<file path="src/rtl/phy_mgmt_bridge.sv">
module phy_mgmt_bridge #(
  parameter int          CLK_DIV  = 8,
  parameter logic [4:0]  PHY_ADDR = 5'd1
) (
  input  logic        clk,
  input  logic        rst_n,
  input  logic        host_we,
  input  logic [31:0] host_wdata,
  output logic [31:0] host_rdata,
  output logic        mdc,
  output logic        mdio_o,
  output logic        mdio_oe,
  input  logic        mdio_i
);
  localparam int HALF     = CLK_DIV / 2;
  localparam int HW       = (HALF > 1) ? $clog2(HALF) : 1;
  localparam int LAST_BIT = 63;
  localparam int TA_BIT   = 46;
  localparam int DAT_BIT  = 48;

  logic          busy, op_wr, flag;
  logic [4:0]    ra;
  logic [15:0]   rd;
  logic [63:0]   sh;
  logic [5:0]    bitcnt;
  logic [HW-1:0] hcnt;

  wire tick  = busy && (hcnt == HW'(HALF - 1));
  wire fall  = tick && mdc;
  wire rise  = tick && !mdc;
  wire start = host_we && !busy;
  wire wr_req = host_wdata[31];

  assign host_rdata = {flag, 10'b0, ra, rd};
  assign mdio_o     = busy ? sh[63] : 1'b1;
  assign mdio_oe    = busy && (op_wr || bitcnt < 6'(TA_BIT));

  always_ff @(posedge clk) begin
    if (!rst_n) begin
      busy <= 1'b0; op_wr <= 1'b0; flag <= 1'b0;
      ra <= '0; rd <= '0; sh <= '0; bitcnt <= '0; hcnt <= '0; mdc <= 1'b0;
    end else if (start) begin
      busy   <= 1'b1;
      op_wr  <= wr_req;
      flag   <= wr_req;
      ra     <= host_wdata[20:16];
      rd     <= host_wdata[15:0];
      bitcnt <= '0;
      hcnt   <= '0;
      mdc    <= 1'b0;
      sh     <= {32'hFFFF_FFFF, 2'b01, (wr_req ? 2'b01 : 2'b10), PHY_ADDR,
                 host_wdata[20:16],
                 (wr_req ? {2'b10, host_wdata[15:0]} : 18'h3FFFF)};
    end else if (busy) begin
      hcnt <= tick ? '0 : hcnt + 1'b1;
      if (tick) mdc <= !mdc;
      if (rise && !op_wr && bitcnt >= 6'(DAT_BIT))
        rd <= {rd[14:0], mdio_i};
      if (fall) begin
        sh     <= {sh[62:0], 1'b1};
        bitcnt <= bitcnt + 1'b1;
        if (bitcnt == 6'(LAST_BIT)) begin
          busy <= 1'b0;
          flag <= !op_wr;
        end
      end
    end
  end


  write_flag_set_chk: assert property (@(posedge clk) disable iff (!rst_n)
    start && host_wdata[31] |=> host_rdata[31] && busy);


  read_flag_clear_chk: assert property (@(posedge clk) disable iff (!rst_n)
    start && !host_wdata[31] |=> !host_rdata[31] && busy);


  busy_ignore_chk: assert property (@(posedge clk) disable iff (!rst_n)
    busy && host_we && !fall |=> $stable(host_rdata[31:16]));


  mdio_edge_chk: assert property (@(posedge clk) disable iff (!rst_n)
    busy && $past(busy) && (mdio_o != $past(mdio_o)) |-> $fell(mdc));


  idle_mdc_chk: assert property (@(posedge clk) disable iff (!rst_n)
    !busy |-> !mdc);


  done_flag_chk: assert property (@(posedge clk) disable iff (!rst_n)
    $fell(busy) |-> (host_rdata[31] != op_wr));
endmodule

</file>
<file path="config.mk">
export PLATFORM = sky130hd
export DESIGN_NAME = phy_mgmt_bridge
export DESIGN_NICKNAME = d
export VERILOG_FILES = /design/src/rtl/phy_mgmt_bridge.sv
export SDC_FILE = /design/constraint.sdc
export NUM_CORES = 1
export LEC_CHECK = 0
export ABC_AREA = 1
export BUFFER_PORTS_ARGS = -buffer_cell sky130_fd_sc_hd__buf_4
export CAP_MARGIN = 10
export CORE_MARGIN = 2
export CORE_UTILIZATION = 25
export DETAILED_ROUTE_END_ITERATION = 12
export PLACE_DENSITY = 0.51
export SLEW_MARGIN = 25
export SYNTH_ARGS = -nofsm -noshare
export SYNTH_HDL_FRONTEND = slang
export SYNTH_SLANG_ARGS = --single-unit
</file>
<file path="constraint.sdc">
create_clock -name clk -period 2.55 [get_ports clk]
set_input_delay 0.255 -clock clk [delete_from_list [all_inputs] [get_ports clk]]
set_output_delay 0.255 -clock clk [all_outputs]
set_load 0.02 [all_outputs]
</file>
==> out/results.txt, run 1 <==
The flow ran to the end, and the final reports show no timing, DRC or antenna violations. For this design the static power due to leakage is 2.13 nW. Input and output buffers added on the ports amount to 50. The logs give 0 for the total setup buffers inserted after CTS and 3434 for the detailed-route via count. Count of distinct cell types in the synthesized netlist: 34. The overflow left after global routing is 0.

From left edge to right edge, the die measures 132 um. TritonCTS built the clock tree. Timing analysis after detailed placement gives a worst setup slack of 0.547 ns.

CTS placed an instance of sky130_fd_sc_hd__clkbuf_16 at the clock tree root. After detailed routing, the number of remaining DRC violations is 0. The tools report the worst IR drop on VDD as 0.000331 V. Power spread over the standard cell area amounts to 730 nW/um2. For this run, the number of Yosys warnings is 0. For the count of H-tree levels built during CTS, the log shows 3. The summed instance area of the synthesized netlist was 4100 um2; the pin count of the biggest net entering global routing was 54. By area the synthesized netlist is led by sky130_fd_sc_hd__dfxtp_1 (47%), sky130_fd_sc_hd__nor2_1 (10%), sky130_fd_sc_hd__nand2_1 (9.9%). The post-synthesis sequential area ratio came out at 0.473.

The repair_antennas step left the layout with diodes totalling 0. Clock latency reported for the late side of the worst-skew pair: 0.36 ns. By area, the combinational part of the netlist is dominated by simple AND/OR/NAND/NOR gates. Static timing analysis puts the maximum clock frequency at 0.505 GHz. The logs give 0 for the number of pins with negative max-slew slack in the final report and 4840 um2 for the total non-filler cell area in the finished layout. Buffers inserted during clock tree synthesis total 9. The count of flip-flops with a built-in enable after synthesis was 0. The capturing element type of the critical path is a flop. In the routed layout, each cell is associated on average with a via count of 4.22. The flip-flop and latch count after synthesis works out to 97.

The biggest area contributor in the post-synthesis netlist is sky130_fd_sc_hd__dfxtp_1. The aggregate negative setup slack was 0 ns; the total setup violations reported at the end of the flow was 0. Worst setup skew after layout: 0.00619 ns. The initial antenna violation count was 0; the clock sink total was 97. Clock-pin slew was measured on the worst setup and hold paths at 0.07 ns.

The slowest cell on the critical path was sky130_fd_sc_hd__dfxtp_1. Post-CTS repair changed the size of 0 cells. The xor-xnor portion of the synthesized cell area was 0.00427. The number of buffer and inverter stages on the critical path came out at 1.

The critical path goes through nand3_2 > nand2_2 > inv_1 > a21oi_1 > nor2_1. The total chip power was 3.53 mW. The worst hold path stage count came out at 3.

The run gives 2.79 ns as the data required time at the worst endpoint. The starting density of the core is 0.257, and the layout-stage area growth over the synthesis result is 17.9%. Arrival time at the worst endpoint: 2.22 ns.

For this design, the CTS-stage hold fixing added 0 buffers. The overall routing resource usage is 0.110. The main flop type after synthesis was sky130_fd_sc_hd__dfxtp_1. The number of routed nets with antenna violations was 0. Pin placement for this block handled 71 I/O pins. The floorplan has 46 rows. The normalized max-slew margin is 0.549, and the fraction of layout cells with a size suffix above 1 is 0.139. The final count of hold timing violations was 0; the share of the clock period used by the worst path after layout was 0.776.

The final wirelength is 9350 um. The congestion estimate from routability-driven global placement came to 0.764. In this run the number of cells on the critical path is 5. The average size of a mapped cell is 7.33 um2, and the slew at the pin closest to its max-slew limit is 0.676 ns. The worst setup path is launched from a flop.

In this run the vertical extent of the chip is 132 um. After the first detailed-routing iteration, the DRC count stood at 187. The global-route wire length before repair was 15400 um. The basic-gate share of the synthesized area counting and, or, nand and nor cells is 0.239. The type of the most critical hold path was input port to flop.

The number of maximum-capacitance violations was 0; the number of cells on the worst reg-to-reg path was 5. The run gives 2 as the maximum count of clock buffers along a single path. Setup repair after global routing left no endpoint under its margin. The worst stage delay on the critical path is 0.60 ns, and the core area is 15900 um2. The number of global-route vias before repair was 3132; the half-perimeter wire length of the detailed placement result was 6230 um. The detail-routed net length per standard cell is 11.5 um, and the die area is 17500 um2.

In the final design database the tool counted 630 nets. The multiplexer fraction of the synthesized cell area was 0. Once routing completed, OpenROAD measured the worst setup slack at 0.571 ns. The fraction of synthesis flops using an asynchronous set or reset pin works out to 0. The run gives 4 as the iteration count of the initial detailed-routing pass. The area share of the largest cell type after synthesis was 0.473. The setup path with the least slack is of type flop to flop.

The complex-gate fraction of the synthesized area came out at 0.164. The adder-cell share of the synthesized area was 0.00610. The tools report the post-detailed-placement cell area as 4530 um2. In the synthesized netlist, the number of instances is 560. Grouping stages by cell kind, the critical path spends the most delay in simple AND/OR/NAND/NOR gates.

The clock period could shrink to 1.98 ns. In this run the worst path has a maximum fanout of 22.
[path summary, 6_finish.rpt]
kind                                startpoint      to  slack (ns)
worst min register to register           ra[3]   ra[3]        0.45
worst max-delay path                      busy  sh[18]        0.57
worst max register to register            busy  sh[18]        0.57
worst min-delay path            host_wdata[17]   ra[1]        0.16
[final cells by class]
cell class | count | area (um2)
Inverter | 43 | 164
Clock buffer | 9 | 225
Multi-Input combinational cell | 385 | 1730
Tap cell | 216 | 270
Fill cell | 1740 | 11100
Sequential cell | 97 | 1940
Clock inverter | 7 | 83.8
Timing Repair Buffer | 56 | 420
[stage by stage]
step	util	std cells	hold WS, ns
5_1_grt	0.304	813	0.161
4_1_cts	0.304	813	0.146
6_report	0.304	813	0.156
3_5_place_dp	0.284	797	0.442
2_1_floorplan	-	569	0.414
3_3_place_gp	0.284	797	0.435
[placed cells by master, fill, tap and decap left out, drive strengths merged]
cell type	instances
conb	10
dfxtp	97
or2	2
nor2	113
nand3b	1
a21oi	63
o21a	1
buf	56
nand3	10
ha	2
xor2	1
nand2	112
bufinv	1
xnor2	1
clkbuf	9
o21ai	58
o21bai	2
inv	47
and3	1
clkinv	2
a31oi	6
nand4	1
a211oi	1
[report_power, final]
| part | leakage (nW) | switching (mW) | internal, mW |
|---|---|---|---|
| logic | 1.18 | 0.267 | 0.167 |
| registers | 0.801 | 0.0633 | 1.62 |
| clock network | 0.154 | 0.631 | 0.781 |
| total | 2.13 | 0.962 | 2.57 |
[worst register-to-register path, stage by stage, from the launching register on]
cell                      delay [ns]
sky130_fd_sc_hd__dfxtp_1        0.60
sky130_fd_sc_hd__nand3_2        0.46
sky130_fd_sc_hd__nand2_2        0.18
sky130_fd_sc_hd__inv_1          0.31
sky130_fd_sc_hd__a21oi_1        0.26
sky130_fd_sc_hd__nor2_1         0.06
[kinds of logic after synthesis]
group,count (synthesis)
and+or+nand+nor,240
AOI/OAI and AO/OA,131
DFF,97
buffers and inverters,87
xor gates and xnor gates,2
adders and majority gates,2
other,1
[routing by layer]
| layer | GRT usage | wire (um) | vias to the layer above |
|---|---|---|---|
| li1 | - | - | 1817 |
| met1 | 0.137 | 4350 | 1535 |
| met2 | 0.177 | 4360 | 71 |
| met3 | 0.0388 | 518 | 11 |
| met4 | 0.0344 | 117 | 0 |
| met5 | 0 | 0 | - |
[flip-flops by register name (all words and copies together) (netlist names)]
register / cells
ra: 5
hcnt: 2
sh: 64
busy: 1
flag: 1
op_wr: 1
bitcnt: 6
mdc: 1
rd: 16
[synth_stat cells (2+ instances only)]
cell type / n
sky130_fd_sc_hd__nor2_1: 111
sky130_fd_sc_hd__inv_2: 2
sky130_fd_sc_hd__o21ai_1: 2
sky130_fd_sc_hd__clkbuf_1: 10
sky130_fd_sc_hd__buf_2: 6
sky130_fd_sc_hd__nand2_4: 3
sky130_fd_sc_hd__buf_6: 7
sky130_fd_sc_hd__o21ai_0: 56
sky130_fd_sc_hd__o21bai_1: 2
sky130_fd_sc_hd__ha_1: 2
sky130_fd_sc_hd__nand3_1: 9
sky130_fd_sc_hd__nand2_1: 108
sky130_fd_sc_hd__inv_1: 40
sky130_fd_sc_hd__dfxtp_1: 97
sky130_fd_sc_hd__a31oi_1: 6
sky130_fd_sc_hd__a21oi_1: 63
sky130_fd_sc_hd__buf_4: 19
Note: power is estimated with default switching activity, not from simulation.
==> run 2: changes to the inputs <==
Clock period 2.55 ns to 1.9 ns, I/O delays scaled along.
==> run 2 against run 1 <==
Against the previous run:
- maximum frequency increased by 14%
- register-to-register slack got worse by 0.41 ns
- worst hold slack got worse by 0.057 ns
- sequential power increased by 34%
- clock power increased by 24%
- setup slack got worse by 0.41 ns
- global-route usage increased by 0.15 points
- clock skew about the same
- design area increased by 0.21%
- highest routed layer unchanged
==> out/results.txt, run 2 (same netlist as run 1, synthesis figures left out) <==
The run finished with clean final reports. Slew at the pin closest to its max-slew limit: 0.756 ns (+0.0799 ns). The logs give 0.576 GHz (+14%) for the maximum operating frequency and 0.000447 V (+35%) for the worst IR drop on VDD.

The logs give 17500 um2 (unchanged) for the die area and 4850 um2 (+0.21%) for the total non-filler cell area in the finished layout. The path class of the tightest hold or removal check is input port to flop. The antenna diode count is 0 (unchanged), and the core area is 15900 um2 (unchanged). The run gives 46 (unchanged) as the floorplan row count.

Tracing the worst setup path back leads to its startpoint at busy. The overall routing resource usage came out at 0.111 (+0.00149). The run gives 2.03 ns (-0.19 ns) as the arrival time at the worst endpoint. TritonCTS built the clock tree.

The aggregate negative setup slack came out at 0 ns (unchanged). The overflow left after global routing is 0 (unchanged), and the share of total power in the clock network is 0.380 (-0.020). The logs give 0 (unchanged) for the number of routed nets with antenna violations and 6340 um (+1.8%) for the half-perimeter wire length of the detailed placement result. Ranked by flip-flop count, first place goes to sh.

The count of cells resized by post-cts repair was 0 (unchanged). The number of buffers inserted by port buffering was 50 (unchanged). The library cell used most frequently in the layout, excluding fill and tap cells, is sky130_fd_sc_hd__nor2_1. The run gives 0 (unchanged) as the DRC violations left.

The time the worst path needs with I/O delays and setup was 1.74 ns (-0.244 ns); the detail-routed net length per standard cell was 11.7 um (+1.6%). The clock-pin slew reported for the worst setup and hold paths after clock tree synthesis came out at 0.07 ns (about the same). The weighted congestion at the end of routability-driven global placement came out at 0.767 (+0.43%). The leakage power was 2.14 nW (+0.35%); the number of hold-repair buffers added at the cts stage was 0 (unchanged). The tools report the count of H-tree levels built during CTS as 3 (unchanged).

The die boundary height was 132 um (unchanged). The net switching share of the total power works out to 0.279 (+0.00653). The fraction of layout cells with a size suffix above 1 is 0.143 (+0.00430). The run gives 4570 um2 (+0.77%) as the post-detailed-placement cell area. The detailed-route via count was 3500 (+1.9%).

The iteration-0 DRC count of the detailed router is 187 (unchanged), and the number of nets at the end of the flow is 633 (+0.48%). Data required time at the worst endpoint: 2.19 ns (-0.60 ns). The worst hold slack across all endpoints is 0.0995 ns (-0.0570 ns), and the layout-stage area growth over the synthesis result is 18.2%. The number of pins with negative max-slew slack in the final report was 0 (unchanged); the clock sink total was 97 (unchanged). The power density over the cells is 949 nW/um2 (+30%). The worst setup path is launched from a flop.

The run gives 0.257 (unchanged) as the starting density of the core. The register area is 1940 um2 (unchanged), and the total chip power is 4.60 mW (+30%). Pin count of the biggest net entering global routing: 54 (unchanged). The global-route wire length before repair came out at 15800 um (+2.5%). The tools report the initial antenna violation count as 0 (unchanged). Setup repair after global routing left no endpoint under its margin.

The logs give 1.28 mW (+33%) for the total net switching power and 0.00589 ns (-0.000300 ns) for the worst setup skew after layout. The clock latency reported for the late side of the worst-skew pair was 0.35 ns (about the same). The type of the worst setup path was flop to flop. The flip-flop count of the largest register, all copies and words added works out to 64 (unchanged). For the number of I/O pins, the log shows 71 (unchanged). The normalized max-slew margin is 0.494 (-0.0546), and the final standard cell utilization of the core is 0.304 (+0.000628). In the final layout, the registers with the most flip-flops are sh: 64 flops, rd: 16 flops, bitcnt: 6 flops. The total clock buffers created by CTS is 9 (unchanged), and the maximum count of clock buffers along a single path is 2 (unchanged). For the final wirelength, the log shows 9530 um (+2.0%). Startpoint of the most critical register-to-register path: busy. The iteration count of the initial detailed-routing pass was 4 (unchanged). Design internal power: 3.32 mW (+29%).

STA classifies the critical path endpoint as a flop. CTS placed an instance of sky130_fd_sc_hd__clkbuf_16 at the clock tree root. The run gives 0 (unchanged) as the total setup violations reported at the end of the flow. The average via count per standard cell was 4.29 (+1.5%); the total setup buffers inserted after CTS was 0 (unchanged). For the number of global-route vias before repair, the log shows 3315 (+5.8%). The top cell types in the final layout, fill and taps aside, are sky130_fd_sc_hd__nor2_1 (111), sky130_fd_sc_hd__nand2_1 (108), sky130_fd_sc_hd__dfxtp_1 (97), sky130_fd_sc_hd__a21oi_1 (63), sky130_fd_sc_hd__buf_4 (58).

The count of filler cells inserted in the layout is 1748 (+0.46%), and the maximum net fanout on the critical path is 12 (-45%). The share of the clock period used by the worst path after layout works out to 0.913 (+0.137). The final count of hold timing violations was 0 (unchanged).

The area of the multi-input gates was 1730 um2 (unchanged). The tools report the fraction of power consumed by sequential logic as 0.491 (+0.014). The hold path startpoint was host_wdata[17]. The width of the die was 132 um (unchanged); the number of maximum-capacitance violations was 0 (unchanged). The run gives 0.129 (+0.006) as the part of the power in combinational logic.
==> run 2: layer usage <==
layer  track usage  routed length [um]  vias to the layer above
li1              -                   -                     1824
met1         0.142                4640                     1613
met2         0.182                4410                       57
met3        0.0361                 385                        6
met4        0.0290                 101                        0
met5             0                   0                        -
==> run 2: path summary, 6_finish.rpt <==
kind	end	slack [ns]	depth (start not counted)
min reg2reg	sh[17]	0.45	2
min	ra[1]	0.1	3
max reg2reg	bitcnt[3]	0.16	5
max	bitcnt[3]	0.16	5
==> run 2: area by class of cell <==
type,count,share of cell area
multi-input combinational,385,0.358
inverter,43,0.0338
sequential,97,0.400
tap,216,0.0557
timing repair buffer,59,0.0939
clock buffer,9,0.0464
clock inverter,7,0.0121
==> run 2: critical path: stages (launching register included) <==
cell                      delay [ns]
sky130_fd_sc_hd__dfxtp_1        0.50
sky130_fd_sc_hd__nor2_4         0.07
sky130_fd_sc_hd__nor2_1         0.58
sky130_fd_sc_hd__inv_2          0.22
sky130_fd_sc_hd__a21oi_1        0.18
sky130_fd_sc_hd__o21a_1         0.13
==> run 2: power by group through the flow <==
stage | combinational (mW) | sequential, mW | clock [mW]
global placement | 0.586 | 2.30 | 0
detailed placement | 0.600 | 2.30 | 0
floorplan | 0.417 | 2.33 | 0
finish | 0.592 | 2.26 | 1.75
global route | 0.675 | 2.28 | 1.90
CTS | 0.602 | 2.26 | 1.83
==> run 2: stage by stage <==
stage / worst slack (ns) / cells
6_report: 0.165 / 816
2_1_floorplan: 0.555 / 569
3_3_place_gp: 0.179 / 800
5_1_grt: 0.000955 / 816
3_5_place_dp: 0.150 / 800
4_1_cts: 0.121 / 816
==> run 3: changes to the inputs <==
Settings changed: TNS_END_PERCENT set to 100.
Clock period 1.9 ns to 2.1 ns, I/O delays scaled along.
==> run 3 against run 2 <==
Against the previous run:
- flip-flop and latch count is the same
- non-clock buffer count unchanged
- register-to-register slack better by 0.13 ns
- sequential power down 9.3%
- critical path depth stayed put
- worst hold slack improved by 0.020 ns
- sequential share of layout area is 0.13 points higher
- setup slack better by 0.13 ns
- clock skew is 0.0012 ns higher
==> out/results.txt, run 3 (same netlist as run 1, synthesis figures left out) <==
The run finished with clean final reports. The worst setup path is launched from a flop. The detail-routed net length per standard cell works out to 11.7 um (-0.20%). In this run the clock root is driven by a sky130_fd_sc_hd__clkbuf_16.

For the initial antenna violation count, the log shows 0 (unchanged). Number of nets at the end of the flow: 633 (unchanged). Net switching share of the total power: 0.276 (-0.00246). The design internal power is 2.99 mW (-9.9%). Register bank with the most flops: sh. The min-delay analysis places its worst path in the category input port to flop.

The width of the die was 132 um (unchanged). The tools report the count of H-tree levels built during CTS as 3 (unchanged). The startpoint of the most critical register-to-register path is busy.

The tools report the total setup violations reported at the end of the flow as 0 (unchanged). Walking the worst path, the cells encountered are nand3_2 > nand2_2 > buf_4 > nand3_1 > a21oi_1. The clock-pin slew reported for the worst setup and hold paths after clock tree synthesis works out to 0.07 ns (about the same). The number of routed nets with antenna violations is 0 (unchanged). The run gives 0.113 (+0.00186) as the overall routing resource usage.

Detailed-route via count: 3457 (-1.2%). The total chip power was 4.13 mW (-10%). The tools report the reg-to-reg setup timing slack as 0.29 ns (+0.13 ns). The final count of hold timing violations was 0 (unchanged). Number of buffers inserted by port buffering: 50 (unchanged). TritonCTS built the clock tree. Half-perimeter wire length of the detailed placement result: 6440 um (+1.5%). The worst hold path stage count was 3 (unchanged). The DRC violations left was 0 (unchanged); the number of global-route vias before repair was 3221 (-2.8%). In this run the most critical hold path is launched from host_wdata[17]. The total non-filler cell area in the finished layout is 4830 um2 (-0.34%), and the share of total power in the clock network is 0.376 (-0.004). Leaving out fill and tap cells, the most frequent cells in the layout are sky130_fd_sc_hd__nor2_1 (110), sky130_fd_sc_hd__nand2_1 (108), sky130_fd_sc_hd__dfxtp_1 (97), sky130_fd_sc_hd__a21oi_1 (63), sky130_fd_sc_hd__buf_4 (59). The core area is 15900 um2 (unchanged).

The post-detailed-placement cell area came out at 4550 um2 (-0.27%). Power density over the cells: 854 nW/um2 (-9.9%). The slowest cell on the critical path is sky130_fd_sc_hd__dfxtp_1.

Layout-stage area growth over the synthesis result: 17.8%. The maximum net fanout on the critical path came out at 38 (+26). The time the worst path needs with I/O delays and setup works out to 1.81 ns (+0.0719 ns).

The tools report the total net switching power as 1.14 mW (-11%). The run gives 9520 um (-0.20%) as the final wirelength. The run gives 17500 um2 (unchanged) as the die area. The average via count per standard cell works out to 4.24 (-1.2%). The number of cells on the worst reg-to-reg path works out to 5 (unchanged).

The leakage power was 2.13 nW (-0.52%). Worst setup skew after layout: 0.00713 ns (+0.00123 ns). The logs give 0.553 GHz (-4.0%) for the maximum operating frequency and 0 ns (unchanged) for the aggregate negative setup slack.

The starting density of the core came out at 0.257 (unchanged). The total clock buffers created by CTS came out at 9 (unchanged). The logs give 2 (unchanged) for the maximum count of clock buffers along a single path and 0 (unchanged) for the overflow left after global routing.

The fraction of power consumed by sequential logic is 0.496 (+0.005). The worst stage delay on the critical path works out to 0.59 ns (about the same). The logs give 0 (unchanged) for the number of maximum-capacitance violations and 54 (unchanged) for the pin count of the biggest net entering global routing.

The part of the power in combinational logic is 0.129 (about the same), and the die boundary height is 132 um (unchanged). The worst hold endpoint was ra[1]. The count of filler cells inserted in the layout was 1757 (+0.51%); the iteration count of the initial detailed-routing pass was 4 (unchanged). The largest registers in the layout are sh: 64 flops, rd: 16 flops, bitcnt: 6 flops. Flip-flop count of the largest register, all copies and words added: 64 (unchanged). Capturing point of the worst reg2reg path: flag.

For the area of the multi-input gates, the log shows 1740 um2 (+0.14%). The logs give 1940 um2 (unchanged) for the register area and 0 (unchanged) for the antenna diode count. The logs give 2.09 ns (+0.06 ns) for the arrival time at the worst endpoint and 97 (unchanged) for the clock sink total.

The run gives 46 (unchanged) as the floorplan row count. The tools report the capturing element type of the critical path as a flop. The clock latency reported for the late side of the worst-skew pair was 0.35 ns (about the same); the worst IR drop on VDD was 0.000504 V (+13%). The share of the clock period used by the worst path after layout is 0.861 (-0.0528), and the global-route wire length before repair is 16100 um (+1.7%). The run gives 0 (unchanged) as the number of pins with negative max-slew slack in the final report.

Leaving out fill and tap cells, the most frequent cell in the layout is sky130_fd_sc_hd__nor2_1. For the data required time at the worst endpoint, the log shows 2.38 ns (+0.19 ns). Setup repair after global routing left no endpoint under its margin. The fraction of layout cells with a size suffix above 1 is 0.145 (+0.00167), and the weighted congestion at the end of routability-driven global placement is 0.767 (about the same). For the iteration-0 DRC count of the detailed router, the log shows 176 (-5.9%).

The critical path is of the flop to flop type. For the number of I/O pins, the log shows 71 (unchanged).
## run 3: area by class of cell
type                    instances  share of cell area
clock inverters                 7              0.0109
well taps                     216              0.0559
repair buffers                 59              0.0916
inverters                      43              0.0339
clock buffers                   9              0.0466
flip-flops and latches         97               0.402
multi-input cells             385               0.359
## run 3: timing repair
item,4_1_cts,5_1_grt
endpoints found under the hold margin,0,0
hold buffers,0,0
setup endpoints to repair,0,3
buffers inserted,0,0
resized for setup,0,1
## run 3: worst max path at each step
stage / startpoint / end / slack (ns) / cells after the start
finish: busy / flag / 0.29 / 5
global route: busy / flag / 0.16 / 5
CTS: busy / bitcnt[3] / 0.12 / 5
detailed placement: busy / bitcnt[3] / 0.15 / 5
global placement: busy / bitcnt[3] / 0.18 / 5
floorplan: hcnt[0] / sh[61] / 0.76 / 6
## run 3: layer usage
metal,GRT usage,vias up,routed length (um)
met3,0.0346,7,526
met4,0.0308,0,93
met5,0,-,0
met1,0.146,1544,4500
li1,-,1833,-
met2,0.183,73,4390
## run 3: stage by stage
stage	cells	util	hold slack [ns]	setup WS, ns
after global placement	800	0.286	0.440	0.182
after global routing	816	0.303	0.110	0.158
final	816	0.303	0.120	0.293
after floorplan	569	-	0.369	0.755
after CTS	816	0.303	0.113	0.117
after detailed placement	800	0.286	0.442	0.147
## run 3: critical path, delay by kind of cell (launching register included)
| family | cells | cell delay [ns] |
|---|---|---|
| AND/OR/NAND/NOR | 3 | 0.65 |
| flip-flops | 1 | 0.59 |
| buffers and inverters | 1 | 0.36 |
| AO/OA/AOI/OAI | 1 | 0.14 |
## run 3: power by group through the flow
stage          registers (mW)  logic, mW  clock network, mW
2_1_floorplan            2.11      0.377                  0
3_3_place_gp             2.08      0.528                  0
3_5_place_dp             2.09      0.537                  0
4_1_cts                  2.05      0.539               1.60
5_1_grt                  2.06      0.609               1.68
6_report                 2.05      0.532               1.55
